--- config.mk ---
export PLATFORM = sky130hd
export DESIGN_NAME = sdram_cmd_front
export DESIGN_NICKNAME = d
export VERILOG_FILES = /design/src/rtl/sdram_front_pkg.sv /design/src/rtl/sdram_cmd_ctrl.sv /design/src/rtl/sdram_cmd_dp.sv /design/src/rtl/sdram_cmd_front.sv
export SDC_FILE = /design/constraint.sdc
export NUM_CORES = 1
export LEC_CHECK = 0
export ABC_AREA = 1
export BUFFER_PORTS_ARGS = -buffer_cell sky130_fd_sc_hd__buf_2
export CAP_MARGIN = 20
export CORE_AREA = 5 5 91 93
export CTS_CLUSTER_DIAMETER = 120
export DETAILED_ROUTE_END_ITERATION = 7
export DIE_AREA = 0 0 96 98
export GPL_ROUTABILITY_DRIVEN = 0
export PLACE_DENSITY = 0.56
export SLEW_MARGIN = 0
export SYNTH_ARGS = -nofsm -noshare
export SYNTH_HDL_FRONTEND = slang
export SYNTH_SLANG_ARGS = --single-unit
--- constraint.sdc ---
create_clock -name clk -period 1.95 [get_ports clk]
set_input_delay 0.0975 -clock clk [delete_from_list [all_inputs] [get_ports clk]]
set_output_delay 0.0975 -clock clk [all_outputs]
set_load 0.01 [all_outputs]
--- src/rtl/sdram_front_pkg.sv ---
package sdram_front_pkg;

  typedef enum logic [2:0] {
    CMD_NOP = 3'd0,
    CMD_ACT = 3'd1,
    CMD_RD  = 3'd2,
    CMD_WR  = 3'd3,
    CMD_PRE = 3'd4,
    CMD_REF = 3'd5,
    CMD_MRS = 3'd6
  } cmd_e;

  typedef struct packed {
    logic [2:0] burstLen;
    logic       interleave;
    logic [2:0] casLat;
    logic       singleWrite;
  } mode_t;

  // strobes from control to datapath, all evaluated for the current edge
  typedef struct packed {
    cmd_e kind;
    logic loadMode;
    logic openSel;
    logic closeSel;
    logic closeAll;
    logic errModeOpen;
    logic errModeRes;
    logic errActEarly;
    logic errColumn;
  } strobe_t;

  // address positions the decoder depends on
  localparam int BL_LSB       = 0;
  localparam int BT_BIT       = 3;
  localparam int CL_LSB       = 4;
  localparam int WM_BIT       = 9;
  localparam int ALL_BANK_BIT = 10;

endpackage

--- src/rtl/sdram_cmd_ctrl.sv ---
module sdram_cmd_ctrl
  import sdram_front_pkg::*;
#(
  parameter int NUM_BANKS = 4,
  localparam int BANK_W = $clog2(NUM_BANKS)
) (
  input  logic                 clk,
  input  logic                 rstN,
  input  logic                 chipSelN,
  input  logic                 rowSelN,
  input  logic                 colSelN,
  input  logic                 wrEnN,
  input  logic [BANK_W-1:0]    bankIn,
  input  logic [2:0]           blCode,
  input  logic                 btBit,
  input  logic [2:0]           clCode,
  input  logic                 allBanks,
  input  logic [NUM_BANKS-1:0] bankOpen,
  input  logic [NUM_BANKS-1:0] bankReady,
  input  logic                 modeSeen,
  output strobe_t              strobe
);

  cmd_e kind;
  logic codeBad;

  always_comb begin
    kind = CMD_NOP;
    if (!chipSelN) begin
      case ({rowSelN, colSelN, wrEnN})
        3'b011:  kind = CMD_ACT;
        3'b101:  kind = CMD_RD;
        3'b100:  kind = CMD_WR;
        3'b010:  kind = CMD_PRE;
        3'b001:  kind = CMD_REF;
        3'b000:  kind = CMD_MRS;
        default: kind = CMD_NOP;
      endcase
    end
  end

  always_comb begin
    codeBad = 1'b0;
    if (blCode inside {3'd4, 3'd5, 3'd6}) codeBad = 1'b1;
    if (blCode == 3'd7 && btBit) codeBad = 1'b1;
    if (!(clCode inside {3'd2, 3'd3})) codeBad = 1'b1;
  end

  always_comb begin
    strobe      = '0;
    strobe.kind = kind;
    case (kind)
      CMD_ACT: begin
        if (!modeSeen) strobe.errActEarly = 1'b1;
        else           strobe.openSel     = 1'b1;
      end
      CMD_RD, CMD_WR: begin
        if (!bankReady[bankIn]) strobe.errColumn = 1'b1;
      end
      CMD_PRE: begin
        if (allBanks) strobe.closeAll = 1'b1;
        else          strobe.closeSel = 1'b1;
      end
      CMD_MRS: begin
        if (|bankOpen)    strobe.errModeOpen = 1'b1;
        else if (codeBad) strobe.errModeRes  = 1'b1;
        else              strobe.loadMode    = 1'b1;
      end
      default: ;
    endcase
  end

  // a decoded command triggers at most one action or error
  a_r2_single_action: assert property (@(posedge clk) disable iff (!rstN)
    $onehot0({strobe.loadMode, strobe.openSel, strobe.closeSel, strobe.closeAll,
              strobe.errModeOpen, strobe.errModeRes, strobe.errActEarly, strobe.errColumn}));

  // no bank is opened while no mode has been accepted
  a_r6_no_open_before_mode: assert property (@(posedge clk) disable iff (!rstN)
    (!modeSeen && strobe.kind == CMD_ACT) |-> strobe.errActEarly);

endmodule

--- src/rtl/sdram_cmd_dp.sv ---
module sdram_cmd_dp
  import sdram_front_pkg::*;
#(
  parameter int NUM_BANKS = 4,
  parameter int CNT_W = 4,
  localparam int BANK_W = $clog2(NUM_BANKS)
) (
  input  logic                 clk,
  input  logic                 rstN,
  input  logic [CNT_W-1:0]     rcdClocks,
  input  strobe_t              strobe,
  input  logic [BANK_W-1:0]    bankIn,
  input  mode_t                newMode,
  output logic [NUM_BANKS-1:0] bankOpen,
  output logic [NUM_BANKS-1:0] bankReady,
  output logic                 modeSeen,
  output mode_t                mode,
  output logic [2:0]           cmdKind,
  output logic [BANK_W-1:0]    cmdBank,
  output logic                 errModeOpen,
  output logic                 errModeRes,
  output logic                 errActEarly,
  output logic                 errColumn
);

  localparam logic [CNT_W-1:0] CNT_MAX = '1;

  logic             openR [NUM_BANKS];
  logic [CNT_W-1:0] cntR  [NUM_BANKS];

  for (genvar g = 0; g < NUM_BANKS; g++) begin : g_bank
    logic isSel;
    assign isSel = (bankIn == BANK_W'(g));

    always_ff @(posedge clk or negedge rstN) begin
      if (!rstN) begin
        openR[g] <= 1'b0;
        cntR[g]  <= '0;
      end else if (strobe.openSel && isSel) begin
        openR[g] <= 1'b1;
        cntR[g]  <= CNT_W'(1);
      end else begin
        if (strobe.closeAll || (strobe.closeSel && isSel)) openR[g] <= 1'b0;
        if (cntR[g] != CNT_MAX) cntR[g] <= cntR[g] + CNT_W'(1);
      end
    end

    assign bankOpen[g]  = openR[g];
    assign bankReady[g] = openR[g] && (cntR[g] >= rcdClocks);
  end

  mode_t modeR;
  logic  modeSeenR;

  always_ff @(posedge clk or negedge rstN) begin
    if (!rstN) begin
      modeR       <= '0;
      modeSeenR   <= 1'b0;
      cmdKind     <= CMD_NOP;
      cmdBank     <= '0;
      errModeOpen <= 1'b0;
      errModeRes  <= 1'b0;
      errActEarly <= 1'b0;
      errColumn   <= 1'b0;
    end else begin
      if (strobe.loadMode) begin
        modeR     <= newMode;
        modeSeenR <= 1'b1;
      end
      cmdKind     <= strobe.kind;
      cmdBank     <= (strobe.kind != CMD_NOP) ? bankIn : '0;
      errModeOpen <= strobe.errModeOpen;
      errModeRes  <= strobe.errModeRes;
      errActEarly <= strobe.errActEarly;
      errColumn   <= strobe.errColumn;
    end
  end

  assign mode     = modeR;
  assign modeSeen = modeSeenR;

  // the mode only moves on an accepted mode set
  a_r3_mode_only_on_mrs: assert property (@(posedge clk) disable iff (!rstN)
    !$stable(modeR) |-> (cmdKind == CMD_MRS && !errModeOpen && !errModeRes));

  // a mode set refused for an open bank leaves the mode alone
  a_r4_open_reject_keeps_mode: assert property (@(posedge clk) disable iff (!rstN)
    errModeOpen |-> $stable(modeR));

  // a reserved encoding leaves the mode alone
  a_r5_reserved_keeps_mode: assert property (@(posedge clk) disable iff (!rstN)
    errModeRes |-> $stable(modeR));

  // a refused early activate opens nothing
  a_r6_early_act_no_open: assert property (@(posedge clk) disable iff (!rstN)
    errActEarly |-> ($stable(bankOpen) && !modeSeenR));

  // a refused column command does not touch bank state
  a_r8_column_reject_stable: assert property (@(posedge clk) disable iff (!rstN)
    errColumn |-> $stable(bankOpen));

endmodule

--- src/rtl/sdram_cmd_front.sv ---
module sdram_cmd_front
  import sdram_front_pkg::*;
#(
  parameter int NUM_BANKS = 4,
  parameter int ADDR_W = 13,
  parameter int CNT_W = 4,
  localparam int BANK_W = $clog2(NUM_BANKS)
) (
  input  logic                 clk,
  input  logic                 rstN,
  input  logic [CNT_W-1:0]     rcdClocks,
  input  logic                 chipSelN,
  input  logic                 rowSelN,
  input  logic                 colSelN,
  input  logic                 wrEnN,
  input  logic [BANK_W-1:0]    bankIn,
  input  logic [ADDR_W-1:0]    addrIn,
  output logic [2:0]           cmdKind,
  output logic [BANK_W-1:0]    cmdBank,
  output logic [2:0]           burstLen,
  output logic                 burstInterleave,
  output logic [2:0]           casLatency,
  output logic                 singleWrite,
  output logic [NUM_BANKS-1:0] bankOpen,
  output logic                 errModeOpen,
  output logic                 errModeReserved,
  output logic                 errActEarly,
  output logic                 errColumn
);

  mode_t                newMode;
  mode_t                mode;
  strobe_t              strobe;
  logic [NUM_BANKS-1:0] bankReady;
  logic                 modeSeen;
  logic                 unusedAddr;

  assign newMode.burstLen    = addrIn[BL_LSB +: 3];
  assign newMode.interleave  = addrIn[BT_BIT];
  assign newMode.casLat      = addrIn[CL_LSB +: 3];
  assign newMode.singleWrite = addrIn[WM_BIT];
  assign unusedAddr = ^{addrIn[ADDR_W-1:ALL_BANK_BIT+1], addrIn[WM_BIT-1:CL_LSB+3]};

  sdram_cmd_ctrl #(.NUM_BANKS(NUM_BANKS)) u_ctrl (
    .clk      (clk),
    .rstN     (rstN),
    .chipSelN (chipSelN),
    .rowSelN  (rowSelN),
    .colSelN  (colSelN),
    .wrEnN    (wrEnN),
    .bankIn   (bankIn),
    .blCode   (newMode.burstLen),
    .btBit    (newMode.interleave),
    .clCode   (newMode.casLat),
    .allBanks (addrIn[ALL_BANK_BIT]),
    .bankOpen (bankOpen),
    .bankReady(bankReady),
    .modeSeen (modeSeen),
    .strobe   (strobe)
  );

  sdram_cmd_dp #(.NUM_BANKS(NUM_BANKS), .CNT_W(CNT_W)) u_dp (
    .clk        (clk),
    .rstN       (rstN),
    .rcdClocks  (rcdClocks),
    .strobe     (strobe),
    .bankIn     (bankIn),
    .newMode    (newMode),
    .bankOpen   (bankOpen),
    .bankReady  (bankReady),
    .modeSeen   (modeSeen),
    .mode       (mode),
    .cmdKind    (cmdKind),
    .cmdBank    (cmdBank),
    .errModeOpen(errModeOpen),
    .errModeRes (errModeReserved),
    .errActEarly(errActEarly),
    .errColumn  (errColumn)
  );

  assign burstLen        = mode.burstLen;
  assign burstInterleave = mode.interleave;
  assign casLatency      = mode.casLat;
  assign singleWrite     = mode.singleWrite;

  // a deselected cycle reports NOP and changes no bank
  a_r1_deselect_nop: assert property (@(posedge clk) disable iff (!rstN)
    $past(chipSelN) |-> (cmdKind == 3'd0 && cmdBank == '0));

endmodule

==> summary.txt <==
DRT Wirelength -> 4.63 mm
Clock buffer depth -> 2
Leakage -> 1.53 nW
Ant diodes -> 0
Max-slew headroom -> 43.2%
HPWL Detailed -> 3.68 mm
Detail Route Antenna Nets -> 0
VDD IR-drop max -> 0.372 mV
Cell Area, Synth -> 2170 sq um
Clock power share -> 26.2%
Crit path capture type -> flop
Clock sinks -> 38
I/O pin cnt -> 46
Drt first-iter violations -> 75
Hold path start -> addrIn[1]
First-pass GRT wire length -> 8.08 mm
CTS HTree Levels -> 2
Startpoint types -> flop
Clock slew at reported path FFs -> 70 ps
Worst-Skew Late Latency -> 290 ps
Avg Cell Area, Syn -> 8.03 sq um
Max-slew violation count -> 0
CORE AREA -> 7450 sq um
Port buffer count -> 41
P&R area growth vs syn -> 23.3%
Logic pwr share -> 36.0%
Worst-Margin Slew -> 851 ps
Commonest cells after routing, fill and taps aside -> nand2_1 (60), inv_1 (52), buf_2 (41), dfrtp_1 (38), nor2_1 (27)
Final setup violating endpoints -> 0
CTS tree -> yes
Cell count after synthesis -> 270
Setup WS post-layout -> 590 ps
Final std cells w/o fill -> 424
Initial antenna violation count -> 0
Layout cell share with drive strength beyond 1 -> 18.6%
Synth Warn # -> 0
Gr ovfl total -> 0
Hold WC Path Type -> in -> reg
PwrDens -> 1180 nW/um^2
Final Hold Vio Count -> 0
Via count -> 1846
Row Count -> 32
Vias in the first global route -> 1844
Die W -> 96 um
Drt pass-1 iters -> 4
Total GRT Usage -> 10.7%
Commonest non-fill, non-tap cell in the layout -> nand2_1
Post-CTS setup buffer count -> 0
Pre-CTS setup slack -> 601 ps
Final Cycle Share -> 69.7%
R2r startpoint -> u_dp.cntR[5]$_DFFE_PN0P_
Net count after synthesis -> 315
R2r setup slk -> 590 ps
Die area -> 9410 sq um
Sum Neg Setup Slack -> 0 ps
Status -> completed
Unrepaired setup endpoints after global routing -> no
DR WL/cell -> 10.9 um
DR vias/cell -> 4.35
Switching Share -> 35.9%
Max-cap violations -> 0
Starting density of the core -> 29.1%
Crit path kind -> reg -> reg
Synth cell types -> 23
Post-route DRC -> 0
Cts hold-fix bufs -> 3
R2R Path End -> u_dp.errColumn$_DFF_PN0_
Yosys reg bits -> 38
CTS buffer count -> 5
Hold endpoint -> u_dp.mode[6]$_DFFE_PN0P_
Worst Path Max Fanout -> 4
Final nets -> 366
Reg2reg path depth -> 8
Cts repair resizes -> 0
Worst Hold Depth -> 3
CP required -> 2160 ps
Pin count of the biggest net entering global routing -> 39
Placed insts -> 413
Min Tclk post-route -> 1360 ps
Setup Skew -> 3.56 ps
Flop pwr share -> 37.9%
Register area share after synthesis -> 43.9%
Die H -> 98 um
Net Switching -> 1.14 mW
CTS root buf -> clkbuf_8
Power Internal -> 2.03 mW
Fmax -> 0.735 GHz
Critical path arrival -> 1570 ps
## kinds of logic after synthesis
| logic type | synth area share [%] |
|---|---|
| and+or+nand+nor | 25.0 |
| buffers and inverters | 9.70 |
| AOI/OAI and AO/OA | 9.87 |
| DFF | 43.9 |
| adders and majority gates | 11.5 |
## worst max-delay path by stage
stage	from	slack (ps)	cells past startpoint	end
after floorplan	u_dp.cntR[5]$_DFFE_PN0P_	760	8	u_dp.errColumn$_DFF_PN0_
after global placement	u_dp.cntR[5]$_DFFE_PN0P_	630	8	u_dp.errColumn$_DFF_PN0_
after detailed placement	u_dp.cntR[5]$_DFFE_PN0P_	600	8	u_dp.errColumn$_DFF_PN0_
after CTS	u_dp.cntR[5]$_DFFE_PN0P_	570	8	u_dp.errColumn$_DFF_PN0_
after global routing	u_dp.cntR[5]$_DFFE_PN0P_	410	8	u_dp.errColumn$_DFF_PN0_
final	u_dp.cntR[5]$_DFFE_PN0P_	590	8	u_dp.errColumn$_DFF_PN0_
## critical path: stages, from the launching register on
cell and delay [ps]:
dfrtp_1 420, ha_1 300, inv_1 60, nor2_1 40
o21ai_0 150, nand3_1 90, nand2_1 70, nand2_1 50
nor2_1 120
## area by class of cell
cell class / instances / area, sq um
sequential: 38 / 951
timing repair buffer: 44 / 235
multi-input combinational: 178 / 1010
clock inverter: 2 / 60.1
tap: 102 / 128
inverter: 54 / 210
fill: 825 / 4770
clock buffer: 6 / 82.6
## synth_stat cells, drive strengths merged
cell type / instances / area share, %
o21bai: 1 / 0.35
a21oi: 11 / 2.5
nand4: 3 / 0.87
o211ai: 1 / 0.35
a211oi: 2 / 0.69
nand3: 18 / 5.1
nor3b: 1 / 0.35
inv: 53 / 9.3
dfrtp: 38 / 44
nor2: 29 / 5.7
a31oi: 1 / 0.29
nand2: 63 / 12
clkinv: 1 / 0.40
nor3: 2 / 0.46
or2: 2 / 0.58
o21ai: 23 / 5.3
ha: 20 / 12
o31ai: 1 / 0.35
## power groups by stage
stage	Combinational (mW)	Clock [mW]	Sequential [mW]
5_1_grt	1.36	0.887	1.24
3_3_place_gp	1.10	0	1.21
4_1_cts	1.16	0.850	1.20
2_1_floorplan	0.862	0	1.18
3_5_place_dp	1.15	0	1.21
6_report	1.14	0.828	1.20
## layer usage
metal	global-route usage, %	vias up	share of wire [%]
met3	2.47	8	3.3
met4	3.17	0	1.7
met1	12.7	856	44
met5	0	-	0
met2	19.0	25	51
li1	-	957	-
## flip-flops by register name, summed over array words and instances (netlist names)
signal            cells
u_dp.modeSeen         1
u_dp.errColumn        1
u_dp.mode             8
u_dp.bankOpen         4
u_dp.cntR            16
u_dp.errActEarly      1
u_dp.errModeOpen      1
u_dp.cmdBank          2
u_dp.errModeRes       1
u_dp.cmdKind          3
## per-stage QoR
stage | power (mW) | cell area [sq um] | util [%] | hold WS, ps
after floorplan | 2.04 | 2170 | - | -198
after detailed placement | 2.36 | 2500 | 33.6 | 267
after global routing | 3.48 | 2670 | 35.9 | 17.2
final | 3.16 | 2670 | 35.9 | 23.0
after global placement | 2.31 | 2500 | 33.6 | 265
after CTS | 3.21 | 2670 | 35.9 | 12.4
Power figures use the tool's default switching activity.
